===== src/rtl/pkt_page_pkg.sv =====
package pkt_page_pkg;

  localparam logic [7:0] NO_PAGE  = 8'h80;
  localparam logic [7:0] ACK_MASK = 8'hD6;

  localparam int ST_RCV   = 0;
  localparam int ST_TX    = 1;
  localparam int ST_TXE   = 2;
  localparam int ST_ALLOC = 3;

  localparam logic [7:0] STATUS_RST = 8'h04;

  typedef enum logic [2:0] {
    OP_NOP     = 3'd0,
    OP_ALLOC   = 3'd1,
    OP_RESET   = 3'd2,
    OP_RXPOP   = 3'd3,
    OP_RXFREE  = 3'd4,
    OP_RELEASE = 3'd5,
    OP_TXPUSH  = 3'd6,
    OP_TXRESET = 3'd7
  } op_e;

  // Index of the lowest clear bit among the low n bits, or -1 if all are set.
  function automatic int lowest_free(input logic [31:0] used, input int n);
    int idx;
    idx = -1;
    for (int i = n - 1; i >= 0; i--) begin
      if (!used[i]) idx = i;
    end
    return idx;
  endfunction

  // Number of set bits among the low n bits.
  function automatic int count_used(input logic [31:0] used, input int n);
    int c;
    c = 0;
    for (int i = 0; i < n; i++) begin
      if (used[i]) c++;
    end
    return c;
  endfunction

endpackage


===== src/rtl/page_queue.sv =====
module page_queue #(
  parameter int DEPTH = 4,
  parameter int EW    = 2,
  localparam int CW   = $clog2(DEPTH + 1)
) (
  input  logic          clk,
  input  logic          rst_n,
  input  logic          clear,
  input  logic          push,
  input  logic [EW-1:0] push_data,
  input  logic          pop,
  output logic [EW-1:0] head,
  output logic [CW-1:0] count,
  output logic          empty,
  output logic          full
);

  logic [EW-1:0] slot [DEPTH];
  logic          do_pop, do_push;
  logic [CW-1:0] wr_idx;

  assign empty   = (count == '0);
  assign full    = (count == CW'(DEPTH));
  assign do_pop  = pop && !empty;
  assign do_push = push && (!full || do_pop);
  assign wr_idx  = count - CW'(do_pop);
  assign head    = slot[0];

  for (genvar g = 0; g < DEPTH; g++) begin : g_slot
    localparam int NXT = (g < DEPTH - 1) ? g + 1 : g;
    always_ff @(posedge clk) begin
      if (!rst_n) begin
        slot[g] <= '0;
      end else if (!clear) begin
        if (do_push && wr_idx == CW'(g)) slot[g] <= push_data;
        else if (do_pop)                 slot[g] <= slot[NXT];
      end
    end
  end

  always_ff @(posedge clk) begin
    if (!rst_n)       count <= '0;
    else if (clear)   count <= '0;
    else              count <= count + CW'(do_push) - CW'(do_pop);
  end


  pop_empty_hold_chk: assert property (@(posedge clk) disable iff (!rst_n)
    (pop && empty && !push && !clear) |=> (count == '0));


  push_full_drop_chk: assert property (@(posedge clk) disable iff (!rst_n)
    (push && full && !pop && !clear) |=> (count == CW'(DEPTH)));


  push_grow_chk: assert property (@(posedge clk) disable iff (!rst_n)
    (push && !full && !pop && !clear) |=> (count == $past(count) + CW'(1)));

endmodule


===== src/rtl/page_bitmap.sv =====
module page_bitmap
  import pkt_page_pkg::*;
#(
  parameter int N   = 4,
  localparam int IW = $clog2(N),
  localparam int CW = $clog2(N + 1)
) (
  input  logic          clk,
  input  logic          rst_n,
  input  logic          clear,
  input  logic          rel_en,
  input  logic [IW-1:0] rel_idx,
  input  logic          alloc_en,
  output logic          grant_ok,
  output logic [IW-1:0] grant_idx,
  output logic          all_used,
  output logic [CW-1:0] free_cnt
);

  logic [N-1:0] bitmap, after_rel, grant_bit, bm_next;

  assign after_rel = bitmap & ~(rel_en ? (N'(1) << rel_idx) : '0);
  assign all_used  = &bitmap;

  always_comb begin
    int slot;
    slot      = lowest_free(32'(after_rel), N);
    grant_ok  = (slot >= 0);
    grant_idx = grant_ok ? IW'(slot) : '0;
  end

  assign grant_bit = (alloc_en && grant_ok) ? (N'(1) << grant_idx) : '0;
  assign bm_next   = clear ? '0 : (after_rel | grant_bit);

  always_ff @(posedge clk) begin
    if (!rst_n) begin
      bitmap   <= '0;
      free_cnt <= CW'(N);
    end else begin
      bitmap   <= bm_next;
      free_cnt <= CW'(N - count_used(32'(bm_next), N));
    end
  end


  grant_marks_chk: assert property (@(posedge clk) disable iff (!rst_n)
    (alloc_en && grant_ok && !clear) |=> bitmap[$past(grant_idx)]);


  no_grant_full_chk: assert property (@(posedge clk) disable iff (!rst_n)
    (alloc_en && all_used && !rel_en) |-> !grant_ok);

endmodule


===== src/rtl/pkt_page_mgr.sv =====
module pkt_page_mgr
  import pkt_page_pkg::*;
#(
  parameter int NUM_PAGES = 4,
  localparam int PW = $clog2(NUM_PAGES),
  localparam int CW = $clog2(NUM_PAGES + 1)
) (
  input  logic          clk,
  input  logic          rst_n,
  input  logic          cmd_we,
  input  logic [7:0]    cmd_data,
  input  logic          pnum_we,
  input  logic [PW-1:0] pnum_data,
  input  logic          ack_we,
  input  logic [7:0]    ack_data,
  input  logic          mask_we,
  input  logic [7:0]    mask_data,
  input  logic          rx_frame,
  input  logic          tx_sent,
  output logic          rx_ready,
  output logic [7:0]    alloc_result,
  output logic [CW-1:0] free_pages,
  output logic [7:0]    done_head,
  output logic [7:0]    rx_head,
  output logic [7:0]    int_status,
  output logic          irq
);

  localparam int NQ = 3;
  localparam int QT = 0;
  localparam int QD = 1;
  localparam int QR = 2;

  // Event decode, one strobe per cycle, priority cmd > ack > rx > tx.
  op_e  op;
  logic ev_cmd, ev_ack, ev_rx, ev_tx;
  logic op_alloc, op_reset, op_rxpop, op_rxfree, op_release, op_txpush, op_txreset;

  assign op     = op_e'(cmd_data[7:5]);
  assign ev_cmd = cmd_we;
  assign ev_ack = ack_we && !cmd_we;
  assign ev_rx  = rx_frame && !cmd_we && !ack_we;
  assign ev_tx  = tx_sent && !cmd_we && !ack_we && !rx_frame;

  assign op_alloc   = ev_cmd && (op == OP_ALLOC);
  assign op_reset   = ev_cmd && (op == OP_RESET);
  assign op_rxpop   = ev_cmd && (op == OP_RXPOP);
  assign op_rxfree  = ev_cmd && (op == OP_RXFREE);
  assign op_release = ev_cmd && (op == OP_RELEASE);
  assign op_txpush  = ev_cmd && (op == OP_TXPUSH);
  assign op_txreset = ev_cmd && (op == OP_TXRESET);

  logic cmd_unused;
  assign cmd_unused = ^cmd_data[4:0];

  // Plain registers
  logic [PW-1:0] pnum_q;
  logic [7:0]    mask_q;
  always_ff @(posedge clk) begin
    if (!rst_n) begin
      pnum_q <= '0;
      mask_q <= '0;
    end else begin
      if (pnum_we) pnum_q <= pnum_data;
      if (mask_we) mask_q <= mask_data;
    end
  end

  // Queues
  logic [NQ-1:0] q_push, q_pop, q_clear, q_empty, q_full;
  logic [PW-1:0] q_din  [NQ];
  logic [PW-1:0] q_head [NQ];
  logic [CW-1:0] q_cnt  [NQ];

  // Allocator wires
  logic          rel_en, alloc_en, grant_ok, all_used, pending_q;
  logic [PW-1:0] rel_idx, grant_idx;
  logic          rx_pop_ok, rx_accept, tx_grant, tx_fail, retry;

  assign rx_pop_ok = (op_rxpop || op_rxfree) && !q_empty[QR];
  assign rel_en    = op_release || (op_rxfree && !q_empty[QR]);
  assign rel_idx   = op_release ? pnum_q : q_head[QR];
  assign retry     = pending_q && rel_en;
  assign alloc_en  = op_alloc || retry || ev_rx;
  assign tx_grant  = (op_alloc || retry) && grant_ok;
  assign tx_fail   = op_alloc && !grant_ok;
  assign rx_accept = ev_rx && grant_ok;

  assign q_push[QT]  = op_txpush;
  assign q_din[QT]   = pnum_q;
  assign q_pop[QT]   = ev_tx;
  assign q_clear[QT] = op_reset || op_txreset;

  assign q_push[QD]  = ev_tx && !q_empty[QT];
  assign q_din[QD]   = q_head[QT];
  assign q_pop[QD]   = ev_ack && ack_data[ST_TX];
  assign q_clear[QD] = op_reset || op_txreset;

  assign q_push[QR]  = rx_accept;
  assign q_din[QR]   = grant_idx;
  assign q_pop[QR]   = op_rxpop || op_rxfree;
  assign q_clear[QR] = op_reset;

  for (genvar g = 0; g < NQ; g++) begin : g_queue
    page_queue #(.DEPTH(NUM_PAGES), .EW(PW)) u_q (
      .clk      (clk),
      .rst_n    (rst_n),
      .clear    (q_clear[g]),
      .push     (q_push[g]),
      .push_data(q_din[g]),
      .pop      (q_pop[g]),
      .head     (q_head[g]),
      .count    (q_cnt[g]),
      .empty    (q_empty[g]),
      .full     (q_full[g])
    );
  end

  logic q_unused;
  assign q_unused = ^{q_full, q_cnt[QT], q_cnt[QD]};

  page_bitmap #(.N(NUM_PAGES)) u_bitmap (
    .clk      (clk),
    .rst_n    (rst_n),
    .clear    (op_reset),
    .rel_en   (rel_en),
    .rel_idx  (rel_idx),
    .alloc_en (alloc_en),
    .grant_ok (grant_ok),
    .grant_idx(grant_idx),
    .all_used (all_used),
    .free_cnt (free_pages)
  );

  assign rx_ready = !all_used;

  // Pending allocation and result byte
  always_ff @(posedge clk) begin
    if (!rst_n) begin
      pending_q    <= 1'b0;
      alloc_result <= NO_PAGE;
    end else begin
      if (op_reset)      pending_q <= 1'b0;
      else if (tx_grant) pending_q <= 1'b0;
      else if (tx_fail)  pending_q <= 1'b1;
      if (tx_grant)      alloc_result <= {{(8-PW){1'b0}}, grant_idx};
      else if (tx_fail)  alloc_result <= NO_PAGE;
    end
  end

  // Status: sticky register plus live queue conditions
  logic [7:0] st_q, st_n, live;
  logic       tx_empty_now, done_any_now;

  assign tx_empty_now = q_empty[QT];
  assign done_any_now = !q_empty[QD];

  always_comb begin
    live         = '0;
    live[ST_TXE] = tx_empty_now;
    live[ST_TX]  = done_any_now;
  end

  always_comb begin
    st_n = st_q | live;
    if (op_alloc)  st_n[ST_ALLOC] = 1'b0;
    if (tx_grant)  st_n[ST_ALLOC] = 1'b1;
    if (rx_pop_ok) st_n[ST_RCV]   = (q_cnt[QR] > CW'(1));
    if (rx_accept) st_n[ST_RCV]   = 1'b1;
    if (ev_ack)    st_n           = st_n & ~(ack_data & ACK_MASK);
  end

  always_ff @(posedge clk) begin
    if (!rst_n) st_q <= STATUS_RST;
    else        st_q <= st_n;
  end

  assign int_status = st_q | live;
  assign irq        = |(int_status & mask_q);
  assign done_head  = q_empty[QD] ? NO_PAGE : {{(8-PW){1'b0}}, q_head[QD]};
  assign rx_head    = q_empty[QR] ? NO_PAGE : {{(8-PW){1'b0}}, q_head[QR]};

  // port rule: at most one event strobe per cycle
  one_event_chk: assert property (@(posedge clk) disable iff (!rst_n)
    $onehot0({cmd_we, ack_we, rx_frame, tx_sent}));


  fail_result_chk: assert property (@(posedge clk) disable iff (!rst_n)
    tx_fail |=> (alloc_result == NO_PAGE) && !int_status[ST_ALLOC]);


  retry_done_chk: assert property (@(posedge clk) disable iff (!rst_n)
    (pending_q && rel_en) |=> int_status[ST_ALLOC] && (alloc_result != NO_PAGE));


  ack_keeps_alloc_chk: assert property (@(posedge clk) disable iff (!rst_n)
    ev_ack |=> (int_status[ST_ALLOC] == $past(int_status[ST_ALLOC])));


  rx_full_drop_chk: assert property (@(posedge clk) disable iff (!rst_n)
    (ev_rx && !rx_ready) |=> (q_cnt[QR] == $past(q_cnt[QR])));

endmodule


===== config.mk =====
export PLATFORM = sky130hd
export DESIGN_NAME = pkt_page_mgr
export DESIGN_NICKNAME = d
export VERILOG_FILES = /design/src/rtl/pkt_page_pkg.sv /design/src/rtl/page_queue.sv /design/src/rtl/page_bitmap.sv /design/src/rtl/pkt_page_mgr.sv
export SDC_FILE = /design/constraint.sdc
export NUM_CORES = 1
export LEC_CHECK = 0
export CORE_ASPECT_RATIO = 1.4
export CORE_MARGIN = 5
export CORE_UTILIZATION = 50
export DETAILED_ROUTE_END_ITERATION = 7
export PLACE_DENSITY = 0.82
export SETUP_SLACK_MARGIN = 0.5
export SLEW_MARGIN = 20
export SYNTH_ARGS = -nofsm -noshare
export SYNTH_HDL_FRONTEND = slang
export SYNTH_SLANG_ARGS = --single-unit
export TNS_END_PERCENT = 10

===== constraint.sdc =====
create_clock -name clk -period 7.8 [get_ports clk]
set_input_delay 1.56 -clock clk [delete_from_list [all_inputs] [get_ports clk]]
set_output_delay 1.56 -clock clk [all_outputs]
set_load 0.01 [all_outputs]

== Word level (Yosys, flattened, before mapping) ==
Memory sizes are Yosys's and may differ from the RTL's.
Cells that the tools add are included.
Word-level totals
  bits in registers: 38
  latch bits: 0
  memory bits (writable): 24
  bits in read-only memories: 0
  input port bits: 34
  memories: 3
Operators by class
  $add $sub $neg: 13
  $mul: 0
  div/mod/pow operators: 0
  magnitude comparators: 2
  equality and inequality tests: 19
  shift operators: 2
  multiplexer cells: 150
  bitwise gates (word level): 32
  reductions and logical operators: 69
Memory list
  g_queue[0].u_q.slot: words 4, width 2, read ports 4, clocked after memory_dff 0, write ports 4, RTL line page_queue.sv:18  | logic [EW-1:0] slot [DEPTH];
  g_queue[1].u_q.slot: words 4, width 2, read ports 4, clocked after memory_dff 0, write ports 4, RTL line page_queue.sv:18
  g_queue[2].u_q.slot: words 4, width 2, read ports 4, clocked after memory_dff 0, write ports 4, RTL line page_queue.sv:18
Operators with widths (count)
  two-way mux 32 bit: 4
  two-way mux 1 bit: 105
  two-way mux 2 bit: 26
  two-way mux 8 bit: 5
  logical AND 1 bit: 38
  >= comparator 32 x 1 -> 1 bit, second input constant: 1
  equality test 3 x 2 -> 1 bit, second input constant: 8
  OR 1 bit: 24
  equality test 3 bit, second input constant: 7
  two-way mux 3 bit: 7
  zero test 3 bit: 6
  subtractor 3 x 1 -> 3 bit: 6
  bitwise AND 8 bit: 2
  equality test 3 x 1 -> 1 bit, second input constant: 4
  two-way mux 4 bit: 3
  zero test 1 bit: 11
  adder 3 x 1 -> 3 bit: 3
  adder 3 x 2 -> 3 bit, second input constant: 3
  logical OR 1 bit: 8
  inverter 8 bit: 1
  OR 8 x 3 -> 8 bit: 1
  OR reduction 8 bit: 1
  << shifter 1 x 2 -> 4 bit, first input constant: 2
  bitwise AND 4 bit: 1
  other kinds (9): 10

== Longest topological paths before layout ==
Gate-level depths: netlist of run 1.
  depth after elaboration: 29
  depth in mapped cells: 17
  mapped depth without buffers: 14

== Hierarchy ==
From an unflattened synthesis of run 1, not the netlist that was laid out.
Unflattened totals
  cells, all modules: 401
  area total of the unflattened synthesis: 3970.1 um^2
Modules (own cells, without submodules)
  page_queue at g_queue[1].u_q ...: instances 2, cells an instance 68, area an instance 734.5 um^2, seq. area each 300.3 um^2
  pkt_page_mgr: instances 1, cells an instance 134, area an instance 1206.2 um^2, seq. area each 400.4 um^2
  page_queue at g_queue[0].u_q: instances 1, cells an instance 66, area an instance 739.5 um^2, seq. area each 300.3 um^2
  page_bitmap: instances 1, cells an instance 65, area an instance 555.5 um^2, seq. area each 140.1 um^2

== Worst setup path before layout of run 1 ==
No wires, ideal clock.
  path kind: input to register
  start point: input cmd_we
  end point: register u_bitmap.free_cnt[2]
  setup time: 72 ps
  data arrival time: 4294 ps
  data required time: 7728 ps
  setup slack: 3435 ps
  stages: 16
  path buffers: 3
  cells stage by stage: buf_6 and3b_1 clkbuf_1 a21oi_1 buf_2 o21ai_0 nand2_1 o2bb2ai_1 nand2b_1 ha_1 xor2_1 ha_1 mux2i_1 ha_1 xnor2_1 mux2i_1
Between the ends
  word-level cells in the longest chain between the ends: 28
RTL lines
  from (decl): RTL line pkt_page_mgr.sv:10  | input logic cmd_we,
  logical AND 1 bit (on tied branches): RTL line pkt_page_mgr.sv:49, pkt_page_mgr.sv:48
  two-way mux 2 bit or logical AND 1 bit (tied branches): RTL line pkt_page_mgr.sv:82, pkt_page_mgr.sv:81
  << shifter 1 x 2 -> 4 bit or logical OR 1 bit (tied branches): RTL line page_bitmap.sv:22, pkt_page_mgr.sv:81
  two-way mux 4 bit: RTL line page_bitmap.sv:22  | assign after_rel = bitmap & ~(rel_en ? (N'(1) << rel_idx) : '0);
  inverter 4 bit: RTL line page_bitmap.sv:22
  bitwise AND 4 bit: RTL line page_bitmap.sv:22
  two-way mux 32 bit (4 in series): RTL line pkt_page_pkg.sv:29  | if (!used[i]) idx = i;
  >= comparator 32 x 1 -> 1 bit: RTL line page_bitmap.sv:28  | grant_ok = (slot >= 0);
  [9 not listed]
  two-way mux 3 bit: RTL line page_bitmap.sv:36  | if (!rst_n) begin
  adder 3 x 2 -> 3 bit: RTL line pkt_page_pkg.sv:39  | if (used[i]) c++;
  two-way mux 3 bit: RTL line pkt_page_pkg.sv:39
  two-way mux 3 bit: RTL line page_bitmap.sv:36
  adder 3 x 2 -> 3 bit: RTL line pkt_page_pkg.sv:39
  two-way mux 3 bit (*): RTL line pkt_page_pkg.sv:39
  two-way mux 3 bit (*): RTL line page_bitmap.sv:36
  subtractor 3 bit (*): RTL line page_bitmap.sv:41  | free_cnt <= CW'(N - count_used(32'(bm_next), N));
  to (signal assigned): RTL line page_bitmap.sv:38  | free_cnt <= CW'(N);
  to (signal assigned): RTL line page_bitmap.sv:41
  to (decl): RTL line page_bitmap.sv:17  | output logic [CW-1:0] free_cnt
Mark *: on every way between the ends. The rest lies on a longest branch, timed or not. The select of a mux whose other input is x is not followed.
A chain may end at the register's enable or synchronous reset.

== Final worst setup path of run 1 ==
  start point: input cmd_data[5]
  end point: register u_bitmap.free_cnt[2]
Between the ends
  word-level cells in the longest chain between the ends: 29
RTL lines
  from (decl): RTL line pkt_page_mgr.sv:11  | input logic [7:0] cmd_data,
  equality test 3 bit (on tied branches): RTL line pkt_page_mgr.sv:49, pkt_page_mgr.sv:48
  logical AND 1 bit (on tied branches): RTL line pkt_page_mgr.sv:49, pkt_page_mgr.sv:48
  two-way mux 2 bit or logical AND 1 bit (tied branches): RTL line pkt_page_mgr.sv:82, pkt_page_mgr.sv:81
  << shifter 1 x 2 -> 4 bit or logical OR 1 bit (tied branches): RTL line page_bitmap.sv:22, pkt_page_mgr.sv:81
  two-way mux 4 bit: RTL line page_bitmap.sv:22
  inverter 4 bit: RTL line page_bitmap.sv:22
  bitwise AND 4 bit: RTL line page_bitmap.sv:22
  two-way mux 32 bit (4 in series): RTL line pkt_page_pkg.sv:29
  [10 not listed]
  two-way mux 3 bit: RTL line page_bitmap.sv:36
  adder 3 x 2 -> 3 bit: RTL line pkt_page_pkg.sv:39
  two-way mux 3 bit: RTL line pkt_page_pkg.sv:39
  two-way mux 3 bit: RTL line page_bitmap.sv:36
  adder 3 x 2 -> 3 bit: RTL line pkt_page_pkg.sv:39
  two-way mux 3 bit (*): RTL line pkt_page_pkg.sv:39
  two-way mux 3 bit (*): RTL line page_bitmap.sv:36
  subtractor 3 bit (*): RTL line page_bitmap.sv:41
Marks and branches as above.

==> results of run 1 <==
cell usage after synthesis (3+ instances only):
library cell / number
nand2b_1: 8
edfxtp_1: 24
xnor2_1: 6
buf_4: 23
a32o_1: 4
nor2b_1: 6
a32oi_1: 8
clkbuf_1: 9
inv_1: 23
or2_2: 3
nor4_1: 3
o21ai_0: 11
nor3_1: 9
nor2_1: 51
xor2_1: 4
a22oi_1: 3
nand3_1: 7
dfxtp_1: 36
and2_1: 7
ha_1: 17
fa_1: 3
nand2_1: 26
mux2i_1: 16
a21oi_1: 18
and3_1: 7
registers in the layout, summed over array words and instances (netlist names), 2 cells and up:
name,flops
alloc_result,3
g_queue.u_q.count,9
g_queue.u_q.slot,24
mask_q,7
pnum_q,2
st_q,7
u_bitmap.bitmap,4
u_bitmap.free_cnt,3
power breakdown:
part           switching (mW)  leakage, nW  internal, mW
sequential            0.00983        0.542         0.339
clock                   0.126       0.0987         0.135
combinational          0.0526        0.993        0.0453
logic make-up after synthesis:
group           count (synthesis)  share of synthesized area, %
buf+inv                        61                          9.27
simple gates                  143                          20.4
compound gates                 69                          14.3
mux                            16                          4.56
other cells                     1                         0.107
flops                          60                          41.1
fa+ha+maj                      20                          7.77
xor+xnor                       10                          2.50
routing by layer:
layer / GRT usage, % / up-vias / wire length (µm)
li1: - / 1378 / -
met4: 10.0 / 0 / 205
met1: 20.8 / 1379 / 2990
met5: 0 / - / 0
met3: 3.88 / 19 / 380
met2: 33.1 / 82 / 4110
how the worst max path moves through the flow:
stage,depth (start not counted),startpoint,end
global route,14,cmd_data[5],u_bitmap.free_cnt[2]$_SDFF_PN1_
CTS,14,cmd_data[5],u_bitmap.free_cnt[2]$_SDFF_PN1_
detailed placement,14,cmd_data[5],u_bitmap.free_cnt[2]$_SDFF_PN1_
global placement,14,cmd_data[5],u_bitmap.free_cnt[2]$_SDFF_PN1_
finish,14,cmd_data[5],u_bitmap.free_cnt[2]$_SDFF_PN1_
floorplan,16,cmd_we,u_bitmap.free_cnt[2]$_SDFF_PN1_
worst max-delay path, stage by stage:
cell             delay, ps
clkdlybuf4s50_1        620
or4_1                  610
a21oi_1                770
o21ai_0                340
nand2_1                150
o2bb2ai_1              160
nand2b_1               140
ha_1                   290
xor2_1                 190
ha_1                   290
mux2i_1                140
ha_1                   180
xnor2_1                140
mux2i_1                190
metrics by stage:
stage,cell area [µm²],worst slack [ps]
floorplan,3560,3430
global placement,3910,2120
detailed placement,3910,2030
CTS,4100,2360
global route,4100,2000
finish,4100,2300
layout by cell type (no fill, tap or decap), drive strengths merged, types with 8 or more instances in the layout:
cell	synthesis	final
nor2	51	51
clkdlybuf4s50	0	45
dfxtp	36	36
nand2	26	26
edfxtp	24	24
inv	23	24
a21oi	18	18
ha	17	17
mux2i	16	16
conb	1	16
o21ai	11	11
clkbuf	9	11
nor3	9	9
nand2b	8	8
a32oi	8	8
cell type report:
| type | count | area [µm²] | share of cell area, % |
|---|---|---|---|
| inverters | 25 | 93.8 | 2.29 |
| well taps | 95 | 119 | 2.90 |
| clock buffers | 11 | 153 | 3.73 |
| multi-input cells | 274 | 1800 | 43.9 |
| clock inverters | 5 | 33.8 | 0.825 |
| flip-flops and latches | 60 | 1440 | 35.2 |
| repair buffers | 46 | 458 | 11.2 |
==> results by group, run 1 <==
Status
  • Outcome: finished, final reports clean

Detailed routing
  • Starting DRT DRC Count: 181
  • Final WL: between 7000 and 8000 µm
  • Routed via count: about 2900
  • Drt wl/cell: roughly 15 µm
  • Vias/cell: 5.54
  • First-pass DRT Iterations: 4
  • Post-route DRC violation count: 0
  • Post-DRT Antenna Nets: 0

GRT
  • Global-route wire length before repair: 12700 µm
  • Initial antenna violation count: 0
  • Largest net degree at the start of global routing: 23
  • GRT Resource Usage Total: 18.7%
  • Remaining global-route overflow: 0
  • Number of global-route vias before repair: approximately 2800

Worst setup path
  • FF-to-FF Start: g_queue[2].u_q.count[2]$_SDFF_PP0_
  • Setup slack, reg-to-reg: 3740 ps
  • Kind of critical path: in2reg
  • Worst Setup End Kind: register
  • FF-to-FF End: u_bitmap.free_cnt[2]$_SDFF_PN1_
  • Required time worst endpoint: 8070 ps
  • Worst r2r path cells: 13
  • Largest fanout on the critical path: 12
  • Data arrival, critical path: 5770 ps
  • Worst setup SP type: input pin

Clocking
  • CTS tree: built
  • Clock latency on the worst-skew pair: roughly 340 ps
  • Clock tree buffer depth: 2
  • CTS-repair resized insts: 0
  • Clock-pin slew on the worst setup and hold paths: ~70 ps
  • H-tree depth: 3
  • Setup bufs post-CTS: 0
  • CTS root buf: clkbuf_8
  • Hold_buf cts: 0
  • Clock sinks: 60
  • Total CTS buffers: 9

Timing
  • Hold WS: 456 ps
  • Max Freq: 182 MHz
  • Slew Viols, Final: 0
  • Final Hold Viols: 0
  • Worst-margin pin slew: 897 ps
  • Max-slew headroom: 40.2%
  • Period Utilization, post-route: 70.5%
  • Final Setup Violations: 0
  • Fin crit period: about 5500 ps
  • TNS Setup: 0 ps
  • RSZ-0062 raised after global routing: no
  • Skew final: 8.31 ps

Power
  • Power consumption: 708 µW
  • Power per Cell Area: 173 nW/µm²
  • Peak supply drop: 0.160 mV
  • Leakage power: 1.63 nW

Synth
  • Async set-reset flop share out of synthesis: 0%
  • Synth unique cells: 62
  • Synth top area cells: dfxtp_1, edfxtp_1, ha_1, nor2_1, buf_4
  • Sequential fraction of the synthesis area: slightly above 40%
  • Syn Area/Cell: 9.23 µm²
  • Synth warn: 0
  • Synth Flop Type: dfxtp_1
  • Mapped cell area: ~3500 µm²
  • Post-synth EDFFs: 24
  • #FFs+latches synth: 60
  • Synth area leader: dfxtp_1
  • Yosys top cell area share: 20.5%
  • Mapped Cells: 380

Floorplan
  • Area of the core: 6890 µm²
  • # rows: 36
  • Initial Util: 50.9%
  • Die area: 8820 µm²
  • Chip width: 80.8 µm
  • Num ports: 71
  • Die height: 109 µm

Hold path
  • Hold path startpoint: st_q[7]$_SDFFE_PN0P_
  • Hold Crit Depth: 2
  • Hold Crit Class: reg2reg
  • Hold EP: st_q[7]$_SDFFE_PN0P_

Cells and area
  • Post-Layout Cell Count: 516
  • Final Util: 59.4%
  • Proportion of layout cells with a drive suffix above 1: 6.18%
  • Final #Nets: 470
  • Antenna cells: 0
  • FILL cells: 589
  • Area grow syn2layout: 16.8%

Flow run
  • Max cap viols: 0

Place
  • DP Wirelength: 5740 µm
  • Placed insts: 500
  • Buffers on Ports: 45
  • Final GP Congestion: ~0.87
No activity file was read; power rests on OpenSTA's default activity.
==> run 2: changes to the inputs <==
- CORE_UTILIZATION: 50 -> 47
- PLACE_DENSITY: 0.82 -> 0.81
- clock period: 7.8 -> 5 ns (I/O delays scaled with it)
==> results by group, run 2 (synthesized netlist as in run 1, its figures left out) <==
Clocking
  • Total CTS buffers: 9 (unchanged)
  • CTS root buf: clkbuf_8
  • Clock sinks: 60 (unchanged)
  • H-tree depth: 3 (unchanged)
  • Clock-pin slew on the worst setup and hold paths: 70 ps (about the same)
  • CTS tree: built
  • Clock latency on the worst-skew pair: 350 ps (about the same)
  • Setup bufs post-CTS: 0 (unchanged)
  • Clock tree buffer depth: 2 (unchanged)

Floorplan
  • Area of the core: 7310 µm² (+6.1%)
  • Chip width: 83.0 µm (+2.8%)
  • Die area: 9320 µm² (+5.7%)
  • Initial Util: 48.0% (-2.9 points)
  • Die height: 112 µm (+2.9%)
  • # rows: 37 (+2.8%)
  • Num ports: 71 (unchanged)

Worst setup path
  • Largest fanout on the critical path: 6 (-6)
  • Delay-heaviest family, CP: simple AND/OR/NAND/NOR gates
  • Worst stage delay on the critical path: 500 ps (-270 ps)
  • Kind of critical path: in2reg
  • Required time worst endpoint: 5280 ps (-2790 ps)
  • Crit path top cell by count: ha_1
  • Setup slack, reg-to-reg: 1550 ps (-2190 ps)
  • Worst Setup End Kind: register
  • Worst setup SP type: input pin
  • Data arrival, critical path: 4420 ps (-1350 ps)
  • Buf/Inv on CP: 1 (unchanged)
  • CP cell instances: clkdlybuf4s50_1 > or3b_4 > nor2b_1 > o21ai_0 > nand2_1 > o2bb2ai_1 > nand2b_1 > ha_1 > xor2_1 > ha_1 > mux2i_1 > ha_1 > xnor2_1 > mux2i_1
  • Cell at the slowest stage of the critical path: clkdlybuf4s50_1

GRT
  • Global-route wire length before repair: 13100 µm (+3.2%)
  • Initial antenna violation count: 0 (unchanged)
  • GRT Resource Usage Total: 17.4% (-1.3 points)
  • Largest net degree at the start of global routing: 17 (-26%)
  • Number of global-route vias before repair: 2820 (+0.071%)
  • Remaining global-route overflow: 0 (unchanged)

Cells and area
  • Final Util: 56.8% (-2.6 points)
  • FILL cells: 651 (+11%)
  • Most frequent cells in the layout: nor2_1, clkdlybuf4s50_1, dfxtp_1
  • Area grow syn2layout: 18.5%
  • Top Registers: g_queue.u_q.slot (24), g_queue.u_q.count (9)
  • Antenna cells: 0 (unchanged)
  • Largest register FFs: 24 (unchanged)
  • Final #Nets: 475 (+1.1%)
  • Proportion of layout cells with a drive suffix above 1: 7.51% (+1.3 points)
  • Largest Register: g_queue.u_q.slot
  • Most common cell after layout, fill and taps aside: nor2_1

Timing
  • TNS Setup: 0 ps (unchanged)
  • Max-slew headroom: 53.2% (+13 points)
  • Fin crit period: roughly 4100 ps
  • Max Freq: 242 MHz
  • Hold WS: 456 ps (+0.727 ps)
  • Final Setup Violations: 0 (unchanged)
  • Skew final: 11.3 ps (+2.96 ps)
  • Final Hold Viols: 0 (unchanged)
  • Worst-margin pin slew: 696 ps (-201 ps)
  • Slew Viols, Final: 0 (unchanged)
  • Period Utilization, post-route: 82.8%
  • RSZ-0062 raised after global routing: no

Place
  • DP Wirelength: 6040 µm (+5.1%)
  • Buffers on Ports: 45 (unchanged)
  • Final GP Congestion: 0.900 (+3.8%)

Power
  • Net Sw Frac: 25.8% (-0.84 points)
  • Power per Cell Area: 272 nW/µm² (+57%)
  • Clock power share: 37.8% (+0.9 points)
  • Switching power: 292 µW (+55%)
  • Leakage power: 1.67 nW (+2.5%)
  • Peak supply drop: 0.166 mV (+4.1%)
  • Power consumption: 1.13 mW (+60%)
  • Sequential Power Share: 48.1% (-1.2 points)
  • Cell internal pwr: 839 µW (+61%)
  • Combinational power share: 14.1% (+0.3 points)

Detailed routing
  • Final WL: 8010 µm (+4.2%)
  • First-pass DRT Iterations: 4 (unchanged)
  • Top sig layer: met4
  • Met3 Wirelength: 373 µm (-1.8%)
  • Starting DRT DRC Count: 165 (-8.8%)
  • Routed wl met2: 4280 µm (+3.9%)
  • Post-route DRC violation count: 0 (unchanged)
  • Routed via count: 2853 (-0.17%)
  • Post-DRT Antenna Nets: 0 (unchanged)
  • Met1 WL: 3170 µm (+6.1%)
  • Drt wl/cell: 15.3 µm (+2.8%)
  • Vias/cell: 5.46 (-1.5%)

Flow run
  • Max cap viols: 0 (unchanged)

Hold path
  • Hold Crit Class: reg2reg

Status
  • Outcome: finished, final reports clean
==> run 2: changes by cell type in the layout (fill, tap and decap cells not counted), sizes merged <==
cell and delta:
clkbuf +2, dlymetal6s2s +1, clkinv -1, buf +5, inv -1, clkdlybuf4s50 -1
==> run 2: worst paths after layout <==
path | startpoint | to | depth (start not counted)
setup reg to reg | g_queue[2].u_q.count[2]$_SDFF_PP0_ | u_bitmap.free_cnt[2]$_SDFF_PN1_ | 12
hold / removal | st_q[7]$_SDFFE_PN0P_ | st_q[7]$_SDFFE_PN0P_ | 2
setup / recovery | cmd_we | u_bitmap.free_cnt[2]$_SDFF_PN1_ | 14
hold reg to reg | st_q[7]$_SDFFE_PN0P_ | st_q[7]$_SDFFE_PN0P_ | 2
==> run 2: timing repair <==
item	in CTS	in global routing
endpoints found under the setup margin	0	2
hold endpoints to repair	0	0
gates resized for setup	0	2
hold buffers	0	0
==> run 2: routing by layer <==
metal  up-vias  track usage, %
met5         -               0
met3        19            3.74
met4         0            8.72
met1      1375            19.2
li1       1382               -
met2        77            31.3
==> run 2: power by group through the flow <==
stage | logic [mW] | clock network, mW | registers (mW)
floorplan | 0.109 | 0 | 0.551
global placement | 0.154 | 0 | 0.553
detailed placement | 0.157 | 0 | 0.555
CTS | 0.159 | 0.435 | 0.544
global route | 0.176 | 0.462 | 0.546
finish | 0.159 | 0.428 | 0.544
==> run 2: area by class of cell <==
| type | count | area [µm²] | share of cell area [%] |
|---|---|---|---|
| repair buffers | 51 | 498 | 12.0 |
| well taps | 97 | 121 | 2.92 |
| flip-flops and latches | 60 | 1440 | 34.7 |
| clock buffers | 13 | 180 | 4.33 |
| inverters | 25 | 93.8 | 2.26 |
| clock inverters | 3 | 18.8 | 0.451 |
| multi-input cells | 274 | 1800 | 43.4 |
==> run 2: stage by stage <==
stage / setup WS [ps] / instance area, µm² / cells
floorplan: 1190 / 3560 / 395
global placement: 481 / 3950 / 507
detailed placement: 325 / 3950 / 507
CTS: 674 / 4150 / 523
global route: 651 / 4160 / 523
finish: 860 / 4160 / 523
==> run 2: worst register-to-register path, delay by kind of cell, from the launching register on <==
family	cells	cell delay (ps)
AND/OR/NAND/NOR	4	1300
adder cells (fa/ha/maj)	3	880
flip-flops	1	350
XOR/XNOR	2	330
multiplexers	2	330
AO/OA/AOI/OAI	1	180
==> run 3: changes to the inputs <==
- CORE_UTILIZATION: 47 -> 50
- PLACE_DENSITY: 0.81 -> 0.82
- clock period: 5 -> 4 ns (I/O delays scaled with it)
==> results by group, run 3 (synthesized netlist as in run 1, its figures left out) <==
Status
  • Outcome: finished, final reports clean

Power
  • Power per Cell Area: 340 nW/µm² (+25%)
  • Leakage power: 1.84 nW (+9.9%)
  • Power consumption: 1.50 mW (+33%)
  • Peak supply drop: 0.263 mV (+58%)

Cells and area
  • Final #Nets: 496 (+4.4%)
  • Most common cell after layout, fill and taps aside: nor2_1
  • Top Registers: g_queue.u_q.slot (24), g_queue.u_q.count (9)
  • Largest Register: g_queue.u_q.slot
  • Final Util: 64.1% (+7.3 points)
  • Largest register FFs: 24 (unchanged)
  • Post-Layout Cell Count: 542 (+3.6%)
  • Area grow syn2layout: 26.0%
  • Antenna cells: 0 (unchanged)
  • FILL cells: 527 (-19%)
  • Proportion of layout cells with a drive suffix above 1: 15.2% (+7.7 points)
  • Most frequent cells in the layout: nor2_1, clkdlybuf4s50_1, dfxtp_1

Timing
  • Fin crit period: 3330 ps
  • Worst-margin pin slew: 543 ps (-152 ps)
  • Max Freq: 300 MHz
  • Period Utilization, post-route: 83.3%
  • Slew Viols, Final: 0 (unchanged)
  • Final Hold Viols: 0 (unchanged)
  • Final Setup Violations: 0 (unchanged)
  • TNS Setup: 0 ps (unchanged)
  • Skew final: 11.8 ps (+0.504 ps)
  • Fin worst setup slack: 667 ps (-193 ps)
  • RSZ-0062 raised after global routing: no
  • Max-slew headroom: 63.5% (+10 points)

Worst setup path
  • Largest fanout on the critical path: 5 (-1)
  • Data arrival, critical path: 3600 ps (-820 ps)
  • Required time worst endpoint: 4270 ps (-1010 ps)
  • Setup slack, reg-to-reg: 970 ps (-580 ps)
  • Worst Setup End Kind: register
  • Kind of critical path: in2reg
  • Worst setup SP type: input pin

Place
  • Placed insts: 522 (+3.0%)
  • Buffers on Ports: 45 (unchanged)
  • DP Wirelength: 6320 µm (+4.6%)
  • Final GP Congestion: 0.935 (+3.9%)
  • Pre-CTS WS: -77.3 ps (-403 ps)

Floorplan
  • Chip width: 80.8 µm (-2.7%)
  • Num ports: 71 (unchanged)
  • Area of the core: 6890 µm² (-5.8%)
  • Initial Util: 50.9% (+2.9 points)
  • Die area: 8820 µm² (-5.4%)
  • Die height: 109 µm (-2.8%)
  • # rows: 36 (-2.7%)

Clocking
  • Clock-pin slew on the worst setup and hold paths: 70 ps (about the same)
  • Hold_buf cts: 0 (unchanged)
  • Clock sinks: 60 (unchanged)
  • Clock tree buffer depth: 2 (unchanged)
  • Total CTS buffers: 9 (unchanged)
  • CTS root buf: clkbuf_8
  • H-tree depth: 3 (unchanged)
  • Clock latency on the worst-skew pair: 350 ps (about the same)
  • CTS tree: built

Detailed routing
  • Vias/cell: 5.47 (+0.21%)
  • Final WL: 8460 µm (+5.7%)
  • Post-route DRC violation count: 0 (unchanged)
  • Drt wl/cell: 15.6 µm (+2.0%)
  • Post-DRT Antenna Nets: 0 (unchanged)
  • First-pass DRT Iterations: 5 (+1)
  • Starting DRT DRC Count: 227 (+38%)
  • Routed via count: 2963 (+3.9%)

Flow run
  • Max cap viols: 0 (unchanged)

Hold path
  • Hold Crit Class: reg2reg

GRT
  • Initial antenna violation count: 0 (unchanged)
  • Remaining global-route overflow: 0 (unchanged)
  • Largest net degree at the start of global routing: 20 (+3)
  • GRT Resource Usage Total: 20.4% (+3.0 points)
  • Number of global-route vias before repair: 3002 (+6.5%)
  • Global-route wire length before repair: 13800 µm (+5.2%)
## run 3: changes by cell type in the layout (fill, tap and decap cells not counted), sizes merged
cell and change:
dlygate4sd2 +3, inv +1, clkinv +1, bufinv +1, clkdlybuf4s50 -5, buf +21
dlymetal6s2s +2, clkbuf -3
## run 3: where the power goes
part,total (mW),internal [mW],switching [mW]
Clock,0.591,0.329,0.262
Sequential,0.681,0.662,0.0189
Combinational,0.229,0.112,0.116
Total,1.50,1.10,0.397
## run 3: per-layer routing
layer / vias to the layer above / wire length, µm / global-route usage (%) / share of wire, %
met4: 0 / 242 / 10.1 / 2.9
li1: 1425 / - / - / -
met5: - / 0 / 0 / 0
met2: 96 / 4700 / 37.7 / 55
met1: 1415 / 3110 / 21.4 / 37
met3: 27 / 416 / 4.55 / 4.9
## run 3: path summary, 6_finish.rpt
check,startpoint,cells past startpoint,endpoint
hold / removal,alloc_result[0]$_SDFFE_PN0P_,2,alloc_result[0]$_SDFFE_PN0P_
setup / recovery,cmd_we,17,u_bitmap.free_cnt[2]$_SDFF_PN1_
setup reg to reg,g_queue[2].u_q.count[2]$_SDFF_PP0_,13,u_bitmap.free_cnt[2]$_SDFF_PN1_
hold reg to reg,alloc_result[0]$_SDFFE_PN0P_,2,alloc_result[0]$_SDFFE_PN0P_
## run 3: final cells by class
type / instances / area [µm²] / share of cell area [%]
clock buffers: 10 / 149 / 3.37
clock inverters: 6 / 70.1 / 1.59
inverters: 25 / 93.8 / 2.12
multi-input cells: 274 / 1890 / 42.7
flip-flops and latches: 60 / 1440 / 32.6
well taps: 95 / 119 / 2.69
repair buffers: 72 / 661 / 14.9
## run 3: critical path: stages
cell           delay [ps]
dlygate4sd2_1         280
buf_4                 160
buf_4                 130
nand4b_1              110
mux2i_1               250
o21ai_0               130
o2bb2ai_2             150
buf_4                 140
nor2_2                 80
ha_2                  180
inv_1                  60
mux2i_2               180
ha_1                  270
mux2i_1               150
ha_2                  220
xnor2_2               120
mux2i_1               190
## run 3: through the flow
step	area [µm²]	hold slack, ps
floorplan	3580	425
global placement	4090	443
detailed placement	4090	452
CTS	4390	464
global route	4420	494
finish	4420	462
## run 3: timing repair
action	CTS	global route
buffers inserted	3	1
pin swaps	5	7
gates resized for setup	18	6
endpoints found under the setup margin	2	6
